$ cat config.mk
export PLATFORM = sky130hd
export DESIGN_NAME = dc2_cache
export DESIGN_NICKNAME = d
export VERILOG_FILES = /design/src/rtl/dc2_pkg.sv /design/src/rtl/dc2_way.sv /design/src/rtl/dc2_lru.sv /design/src/rtl/dc2_ctrl.sv /design/src/rtl/dc2_cache.sv
export SDC_FILE = /design/constraint.sdc
export NUM_CORES = 1
export LEC_CHECK = 0
export ABC_AREA = 1
export ABC_CLOCK_PERIOD_IN_PS = 4600
export BUFFER_PORTS_ARGS = -buffer_cell sky130_fd_sc_hd__buf_4
export CAP_MARGIN = 0
export CELL_PAD_IN_SITES_DETAIL_PLACEMENT = 0
export CELL_PAD_IN_SITES_GLOBAL_PLACEMENT = 1
export CORE_UTILIZATION = 47
export DETAILED_ROUTE_END_ITERATION = 12
export PLACE_DENSITY = 0.88
export SLEW_MARGIN = 15
export SYNTH_ARGS = -nofsm -noshare
export SYNTH_HDL_FRONTEND = slang
export SYNTH_SLANG_ARGS = --single-unit
$ cat constraint.sdc
create_clock -name clk -period 4.6 [get_ports clk]
set_clock_uncertainty 0.1 [all_clocks]
set_input_delay 0.23 -clock clk [delete_from_list [all_inputs] [get_ports clk]]
set_output_delay 0.23 -clock clk [all_outputs]
set_load 0.02 [all_outputs]
$ cat src/rtl/dc2_pkg.sv
package dc2_pkg;

  typedef enum logic [2:0] {
    ST_IDLE  = 3'd0,
    ST_WMISS = 3'd1,
    ST_WBACK = 3'd2,
    ST_FILL  = 3'd3,
    ST_DONE  = 3'd4
  } dc2_state_e;

endpackage

$ cat src/rtl/dc2_way.sv
// One way of the cache: valid, dirty, tag and data per set, one write port.
module dc2_way #(
  parameter int IDX_W  = 2,
  parameter int TAG_W  = 28,
  parameter int DATA_W = 32
) (
  input  logic              clk,
  input  logic              rst_n,
  input  logic [IDX_W-1:0]  rd_idx,
  input  logic [TAG_W-1:0]  cmp_tag,
  output logic              hit,
  output logic              line_valid,
  output logic              line_dirty,
  output logic [TAG_W-1:0]  line_tag,
  output logic [DATA_W-1:0] line_data,
  input  logic              wr_en,
  input  logic [IDX_W-1:0]  wr_idx,
  input  logic [TAG_W-1:0]  wr_tag,
  input  logic [DATA_W-1:0] wr_data,
  input  logic              wr_dirty
);
  localparam int SETS = 1 << IDX_W;

  logic [SETS-1:0]   valid_q, valid_d;
  logic [SETS-1:0]   dirty_q, dirty_d;
  logic [TAG_W-1:0]  tag_q  [SETS];
  logic [DATA_W-1:0] data_q [SETS];

  always_comb begin
    valid_d = valid_q;
    dirty_d = dirty_q;
    if (wr_en) begin
      valid_d[wr_idx] = 1'b1;
      dirty_d[wr_idx] = wr_dirty;
    end
  end

  always_ff @(posedge clk or negedge rst_n) begin
    if (!rst_n) begin
      valid_q <= '0;
      dirty_q <= '0;
    end else if (wr_en) begin
      valid_q <= valid_d;
      dirty_q <= dirty_d;
    end
  end

  always_ff @(posedge clk) begin
    if (wr_en) begin
      tag_q[wr_idx]  <= wr_tag;
      data_q[wr_idx] <= wr_data;
    end
  end

  assign line_valid = valid_q[rd_idx];
  assign line_dirty = dirty_q[rd_idx];
  assign line_tag   = tag_q[rd_idx];
  assign line_data  = data_q[rd_idx];
  assign hit        = line_valid && (line_tag == cmp_tag);

endmodule

$ cat src/rtl/dc2_lru.sv
// Per-set recency bit: 1 = left way touched last, 0 = right way.
module dc2_lru #(
  parameter int IDX_W = 2
) (
  input  logic             clk,
  input  logic             rst_n,
  input  logic             touch_en,
  input  logic [IDX_W-1:0] touch_idx,
  input  logic             touch_left,
  input  logic [IDX_W-1:0] rd_idx,
  output logic             left_recent
);
  localparam int SETS = 1 << IDX_W;

  logic [SETS-1:0] mru_q, mru_d;

  always_comb begin
    mru_d = mru_q;
    if (touch_en) mru_d[touch_idx] = touch_left;
  end

  always_ff @(posedge clk or negedge rst_n) begin
    if (!rst_n)        mru_q <= '0;
    else if (touch_en) mru_q <= mru_d;
  end

  assign left_recent = mru_q[rd_idx];

endmodule

$ cat src/rtl/dc2_ctrl.sv
// Miss sequencer: write-through on write miss, optional writeback then fill on read miss.
module dc2_ctrl
  import dc2_pkg::*;
(
  input  logic       clk,
  input  logic       rst_n,
  input  logic       cpu_req,
  input  logic       cpu_we,
  input  logic       hit,
  input  logic       victim_dirty,
  input  logic       mem_ack,
  output dc2_state_e state,
  output logic       miss_start
);
  dc2_state_e state_q, state_d;

  always_comb begin
    state_d    = state_q;
    miss_start = 1'b0;
    unique case (state_q)
      ST_IDLE: begin
        if (cpu_req && !hit) begin
          if (cpu_we) begin
            state_d = ST_WMISS;
          end else begin
            miss_start = 1'b1;
            state_d    = victim_dirty ? ST_WBACK : ST_FILL;
          end
        end
      end
      ST_WMISS: if (mem_ack) state_d = ST_DONE;
      ST_WBACK: if (mem_ack) state_d = ST_FILL;
      ST_FILL:  if (mem_ack) state_d = ST_IDLE;
      ST_DONE:  state_d = ST_IDLE;
      default:  state_d = ST_IDLE;
    endcase
  end

  always_ff @(posedge clk or negedge rst_n) begin
    if (!rst_n) state_q <= ST_IDLE;
    else        state_q <= state_d;
  end

  assign state = state_q;

endmodule

$ cat src/rtl/dc2_cache.sv
// Two-way, one-word-line data cache: write-back, no allocate on write miss.
module dc2_cache
  import dc2_pkg::*;
#(
  parameter int ADDR_W = 32,
  parameter int DATA_W = 32,
  parameter int IDX_W  = 2,
  parameter int OFF_W  = 2
) (
  input  logic              clk,
  input  logic              rst_n,
  input  logic              cpu_req,
  input  logic              cpu_we,
  input  logic [ADDR_W-1:0] cpu_addr,
  input  logic [DATA_W-1:0] cpu_wdata,
  output logic [DATA_W-1:0] cpu_rdata,
  output logic              cpu_ready,
  output logic              mem_req,
  output logic              mem_we,
  output logic [ADDR_W-1:0] mem_addr,
  output logic [DATA_W-1:0] mem_wdata,
  input  logic [DATA_W-1:0] mem_rdata,
  input  logic              mem_ack
);
  localparam int TAG_W = ADDR_W - IDX_W - OFF_W;
  localparam int NWAYS = 2;

  logic [IDX_W-1:0] idx;
  logic [TAG_W-1:0] tag;
  logic             unused_off;

  assign idx        = cpu_addr[OFF_W +: IDX_W];
  assign tag        = cpu_addr[ADDR_W-1 -: TAG_W];
  assign unused_off = ^cpu_addr[OFF_W-1:0];

  logic [NWAYS-1:0]  way_hit, way_valid, way_dirty, way_wr;
  logic [TAG_W-1:0]  way_tag  [NWAYS];
  logic [DATA_W-1:0] way_data [NWAYS];
  logic [TAG_W-1:0]  wr_tag;
  logic [DATA_W-1:0] wr_data;
  logic              wr_dirty;

  dc2_state_e state;
  logic       miss_start, hit_any, left_recent;
  logic       victim_sel, victim_q, victim_dirty;
  logic       touch_en, touch_left;

  assign hit_any = |way_hit;

  genvar w;
  generate
    for (w = 0; w < NWAYS; w++) begin : g_way
      dc2_way #(.IDX_W(IDX_W), .TAG_W(TAG_W), .DATA_W(DATA_W)) i_way (
        .clk        (clk),
        .rst_n      (rst_n),
        .rd_idx     (idx),
        .cmp_tag    (tag),
        .hit        (way_hit[w]),
        .line_valid (way_valid[w]),
        .line_dirty (way_dirty[w]),
        .line_tag   (way_tag[w]),
        .line_data  (way_data[w]),
        .wr_en      (way_wr[w]),
        .wr_idx     (idx),
        .wr_tag     (wr_tag),
        .wr_data    (wr_data),
        .wr_dirty   (wr_dirty)
      );
    end
  endgenerate

  // Victim: first invalid way, else the way not marked most recent.
  always_comb begin
    if (!way_valid[0])      victim_sel = 1'b0;
    else if (!way_valid[1]) victim_sel = 1'b1;
    else                    victim_sel = left_recent;
    victim_dirty = way_valid[victim_sel] && way_dirty[victim_sel];
  end

  always_ff @(posedge clk or negedge rst_n) begin
    if (!rst_n)          victim_q <= 1'b0;
    else if (miss_start) victim_q <= victim_sel;
  end

  dc2_ctrl i_ctrl (
    .clk          (clk),
    .rst_n        (rst_n),
    .cpu_req      (cpu_req),
    .cpu_we       (cpu_we),
    .hit          (hit_any),
    .victim_dirty (victim_dirty),
    .mem_ack      (mem_ack),
    .state        (state),
    .miss_start   (miss_start)
  );

  logic idle_hit, fill_done;
  assign idle_hit  = (state == ST_IDLE) && cpu_req && hit_any;
  assign fill_done = (state == ST_FILL) && mem_ack;

  always_comb begin
    for (int i = 0; i < NWAYS; i++) begin
      way_wr[i] = (idle_hit && cpu_we && way_hit[i]) ||
                  (fill_done && (victim_q == 1'(i)));
    end
    wr_tag   = tag;
    wr_data  = fill_done ? mem_rdata : cpu_wdata;
    wr_dirty = !fill_done;
  end

  assign touch_en   = idle_hit || fill_done;
  assign touch_left = fill_done ? (victim_q == 1'b0) : way_hit[0];

  dc2_lru #(.IDX_W(IDX_W)) i_lru (
    .clk         (clk),
    .rst_n       (rst_n),
    .touch_en    (touch_en),
    .touch_idx   (idx),
    .touch_left  (touch_left),
    .rd_idx      (idx),
    .left_recent (left_recent)
  );

  assign cpu_ready = idle_hit || (state == ST_DONE);
  assign cpu_rdata = way_hit[0] ? way_data[0] : way_data[1];

  always_comb begin
    mem_req   = (state == ST_WMISS) || (state == ST_WBACK) || (state == ST_FILL);
    mem_we    = (state == ST_WMISS) || (state == ST_WBACK);
    mem_addr  = {cpu_addr[ADDR_W-1:OFF_W], {OFF_W{1'b0}}};
    mem_wdata = cpu_wdata;
    if (state == ST_WBACK) begin
      mem_addr  = {way_tag[victim_q], idx, {OFF_W{1'b0}}};
      mem_wdata = way_data[victim_q];
    end
  end

endmodule

==> results by group <==
Critical path
  – Reg2Reg Capture Point: g_way[0].i_way.tag_q[2][27]
  – Most used cell, CP: nand2_1
  – R2R Setup Slk: 1.59 ns
  – End of the critical path: cpu_rdata[8]
  – Worst Setup SP: cpu_addr[2]
  – CP Cell Sequence: buf_4 -> buf_12 -> buf_4 -> nand2_1 -> nand2_1 -> nand2_1 -> nand2_1 -> nand2_1 -> nand2_1 -> nor2_1 -> nand3_1 -> nor2_1 -> nand2_2 -> buf_4 -> mux2i_1 -> buf_4
  – CP arrival: 3.36 ns
  – Max incr delay on CP: 0.61 ns
  – CP startpoint kind: primary input
  – Worst Setup Path Type: in2out
  – Req. time, crit path: 4.27 ns
  – R2R cell count: 16
  – Crit-path slowest cell: buf_4
  – CP Capture Type: output pin
  – Reg-to-reg startpoint: g_way[0].i_way.tag_q[3][14]
  – Worst-path maximum fanout: 58

GRT
  – Global-route usage over all layers: 24.5%
  – Vias in the first global route: about 15000
  – Initial antenna violation count: 2
  – Largest net degree at the start of global routing: a little over 70
  – First-pass GRT wire length: ~90000 um
  – Global route overflow: 0

Layout
  – Final nets: roughly 2400
  – Final Util: a little under three fifths
  – N_diodes: 0
  – Post-route cell area: 26400 sq um
  – Layout cells sized above 1: 14.3%
  – FILL cells: 3851
  – Area Growth Syn to Fin: 19.0%
  – Final non-filler cell total: 2929

Route
  – Drt drc: 0
  – Drt total wl: 58700 um
  – WL/cell: ~20 um
  – Detailed Route Iter0 Violations: about 1500
  – Final ANT Viol Nets: 0
  – Via density: roughly 5.5
  – First drt pass iteration count: 5
  – DR vias: 16200

Floorplan
  – FP Rows: slightly below 80
  – Die ar.: approximately 48000 sq um
  – Starting Density: 47.7%
  – Die Height: 219 um
  – Core area: 46600 sq um
  – Die width: approximately 220 um
  – IO Pins: 200

Yosys
  – Async S/R FF share, synth: 4.76%
  – Largest family of logic cells by synthesized area: simple AND/OR/NAND/NOR gates
  – Synth Area in Compound Gates: 8.32%
  – Post-synth EDFFs: 480
  – Sequential fraction of the synthesis area: slightly below 70%
  – Synth warnings: 0
  – Mean Syn Cell Area: 10.8 sq um
  – Top FF cell, synth: edfxtp_1
  – Adder-cell share of the synthesized area: 0%
  – XOR/XNOR Fraction of Synth Area: 0%
  – Simple-Gate Fraction of Synth Area: between 10% and 20%
  – Cells after Synth: 2063
  – Register bit total from synthesis: 504
  – Mapped cell area: 22200 sq um
  – Fraction of synthesized area in multiplexers: 1.44%
  – Synth unique cells: 27

Placement
  – DP Area: between 20000 and 25000 sq um
  – Gp weighted congestion: 0.901
  – Final HPWL DP: roughly 35000 um
  – Placed cells: 2797
  – Buffers added on ports: 195

Power
  – VDD IR-drop max: slightly above 0.3 mV
  – Cell Pwr Density: about 450 nW/um^2
  – Leakage dissipation: 10.9 nW

CTS
  – CTS Sinks: 504
  – Clock Pin Slew Worst Setup and Hold Paths: around 0.06 ns
  – Root Buffer: clkbuf_16
  – H-tree level count: 2
  – Total CTS buffers: 51
  – Clock latency on the worst-skew pair: 0.60 ns
  – CTS tree: yes
  – Clk buf depth: 3

Timing
  – Worst-Margin Slew: 0.955 ns
  – Max Slew Vio Count: 0
  – # setup viols final: 0
  – Hold Worst Slack: 0.0142 ns
  – Period utilization: between 80% and 90%
  – Crit path time final: 3.69 ns
  – Relative slew slack: 36.4%
  – Max Fclk: 271 MHz
  – Hold Fails Final Rpt: 0
  – RSZ-0062 raised after global routing: no
  – Setup TNS: 0 ns

Flow run
  – MaxCap Viol Count: 0

Run status
  – Status: complete, no violations

Worst hold path
  – Worst min-delay path class: in2async
==> flip-flops by register name (all words and copies together) (netlist names) <==
| signal | count |
|---|---|
| g_way.i_way.data_q | 256 |
| g_way.i_way.dirty_q | 8 |
| g_way.i_way.tag_q | 224 |
| g_way.i_way.valid_q | 8 |
| i_ctrl.state | 3 |
| i_lru.mru_q | 4 |
| victim_q | 1 |
==> synth_stat cells (all sizes together), types with 2 or more instances <==
cell | n | share of area, %
a21oi | 44 | 0.99
a221oi | 64 | 2.5
a22o | 53 | 2.1
buf | 65 | 1.6
clkbuf | 41 | 0.69
dfrtp | 24 | 2.7
edfxtp | 480 | 65
inv | 121 | 2.0
mux2i | 32 | 1.4
nand2 | 787 | 13
nand3 | 107 | 2.4
nand3b | 2 | 0.068
nand4 | 10 | 0.28
nor2 | 118 | 2.0
nor3 | 3 | 0.068
o21ai | 78 | 1.8
o22ai | 31 | 0.87
==> through the flow <==
step | setup WS (ns) | power [mW]
floorplan | 1.11 | 6.78
global placement | 0.774 | 7.72
detailed placement | 0.765 | 7.77
CTS | 0.964 | 12.0
global route | 0.749 | 12.4
finish | 0.907 | 12.0
==> cell usage in the layout (no fill, tap or decap), drive strengths merged <==
master / netlist / routed
a21oi: 44 / 44
a221oi: 64 / 64
a22o: 53 / 53
buf: 65 / 232
bufinv: 0 / 6
clkbuf: 41 / 69
clkinv: 0 / 18
clkinvlp: 0 / 1
conb: 1 / 2
dfrtp: 24 / 24
dlygate4sd3: 0 / 36
edfxtp: 480 / 480
inv: 121 / 123
mux2i: 32 / 32
nand2: 787 / 787
nand3: 107 / 107
nand3b: 2 / 2
nand4: 10 / 10
nor2: 118 / 118
nor3: 3 / 3
o2111ai: 1 / 1
o21a: 1 / 1
o21ai: 78 / 78
o22ai: 31 / 31
==> critical path: cells and delay by family <==
kind | cells | cell delay [ns]
buffers and inverters | 5 | 1.83
muxes | 1 | 0.44
and+or+nand+nor | 10 | 0.77
==> logic make-up after synthesis <==
logic type             count (synthesis)
AO/OA/AOI/OAI                        272
buffers and inverters                227
flip-flops                           504
multiplexers                          32
other                                  1
AND/OR/NAND/NOR                     1027
==> power breakdown <==
part           internal (mW)  switching (mW)  leakage (nW)
registers               5.25          0.0611          4.60
clock network           2.51            1.72         0.846
logic                  0.765            1.66          5.44
total                   8.52            3.44          10.9
==> layer usage <==
layer / track usage (%) / vias up / wire (um)
li1: - / 7614 / -
met1: 33.4 / 7740 / 24300
met3: 3.76 / 107 / 4940
met5: 0 / - / 13
met4: 8.03 / 2 / 1380
met2: 40.1 / 778 / 28200
==> how the worst min path moves through the flow <==
stage / startpoint / endpoint / slack [ns]
2_1_floorplan: rst_n / g_way[0].i_way.dirty_q[0] / -0.17
3_3_place_gp: rst_n / i_lru.mru_q[1] / 0.05
3_5_place_dp: rst_n / i_lru.mru_q[0] / 0.05
4_1_cts: cpu_wdata[1] / g_way[0].i_way.data_q[2][1] / 0.0005
5_1_grt: mem_rdata[11] / g_way[0].i_way.data_q[0][11] / 0.03
6_report: rst_n / g_way[1].i_way.dirty_q[2] / 0.01
==> area by class of cell <==
cell class | instances | area [sq um] | share of cell area, %
inverters | 121 | 454 | 1.72
flip-flops and latches | 504 | 15000 | 56.8
clock buffers | 69 | 1430 | 5.39
repair buffers | 268 | 2230 | 8.43
multi-input cells | 1333 | 6240 | 23.6
well taps | 607 | 759 | 2.87
clock inverters | 27 | 297 | 1.12
==> timing repair <==
| action | 4_1_cts | 5_1_grt |
|---|---|---|
| buffers inserted | 0 | 0 |
| resized for setup | 0 | 0 |
| endpoints found under the hold margin | 263 | 0 |
| hold buffers | 36 | 0 |
No activity file was read; power rests on OpenSTA's default activity.
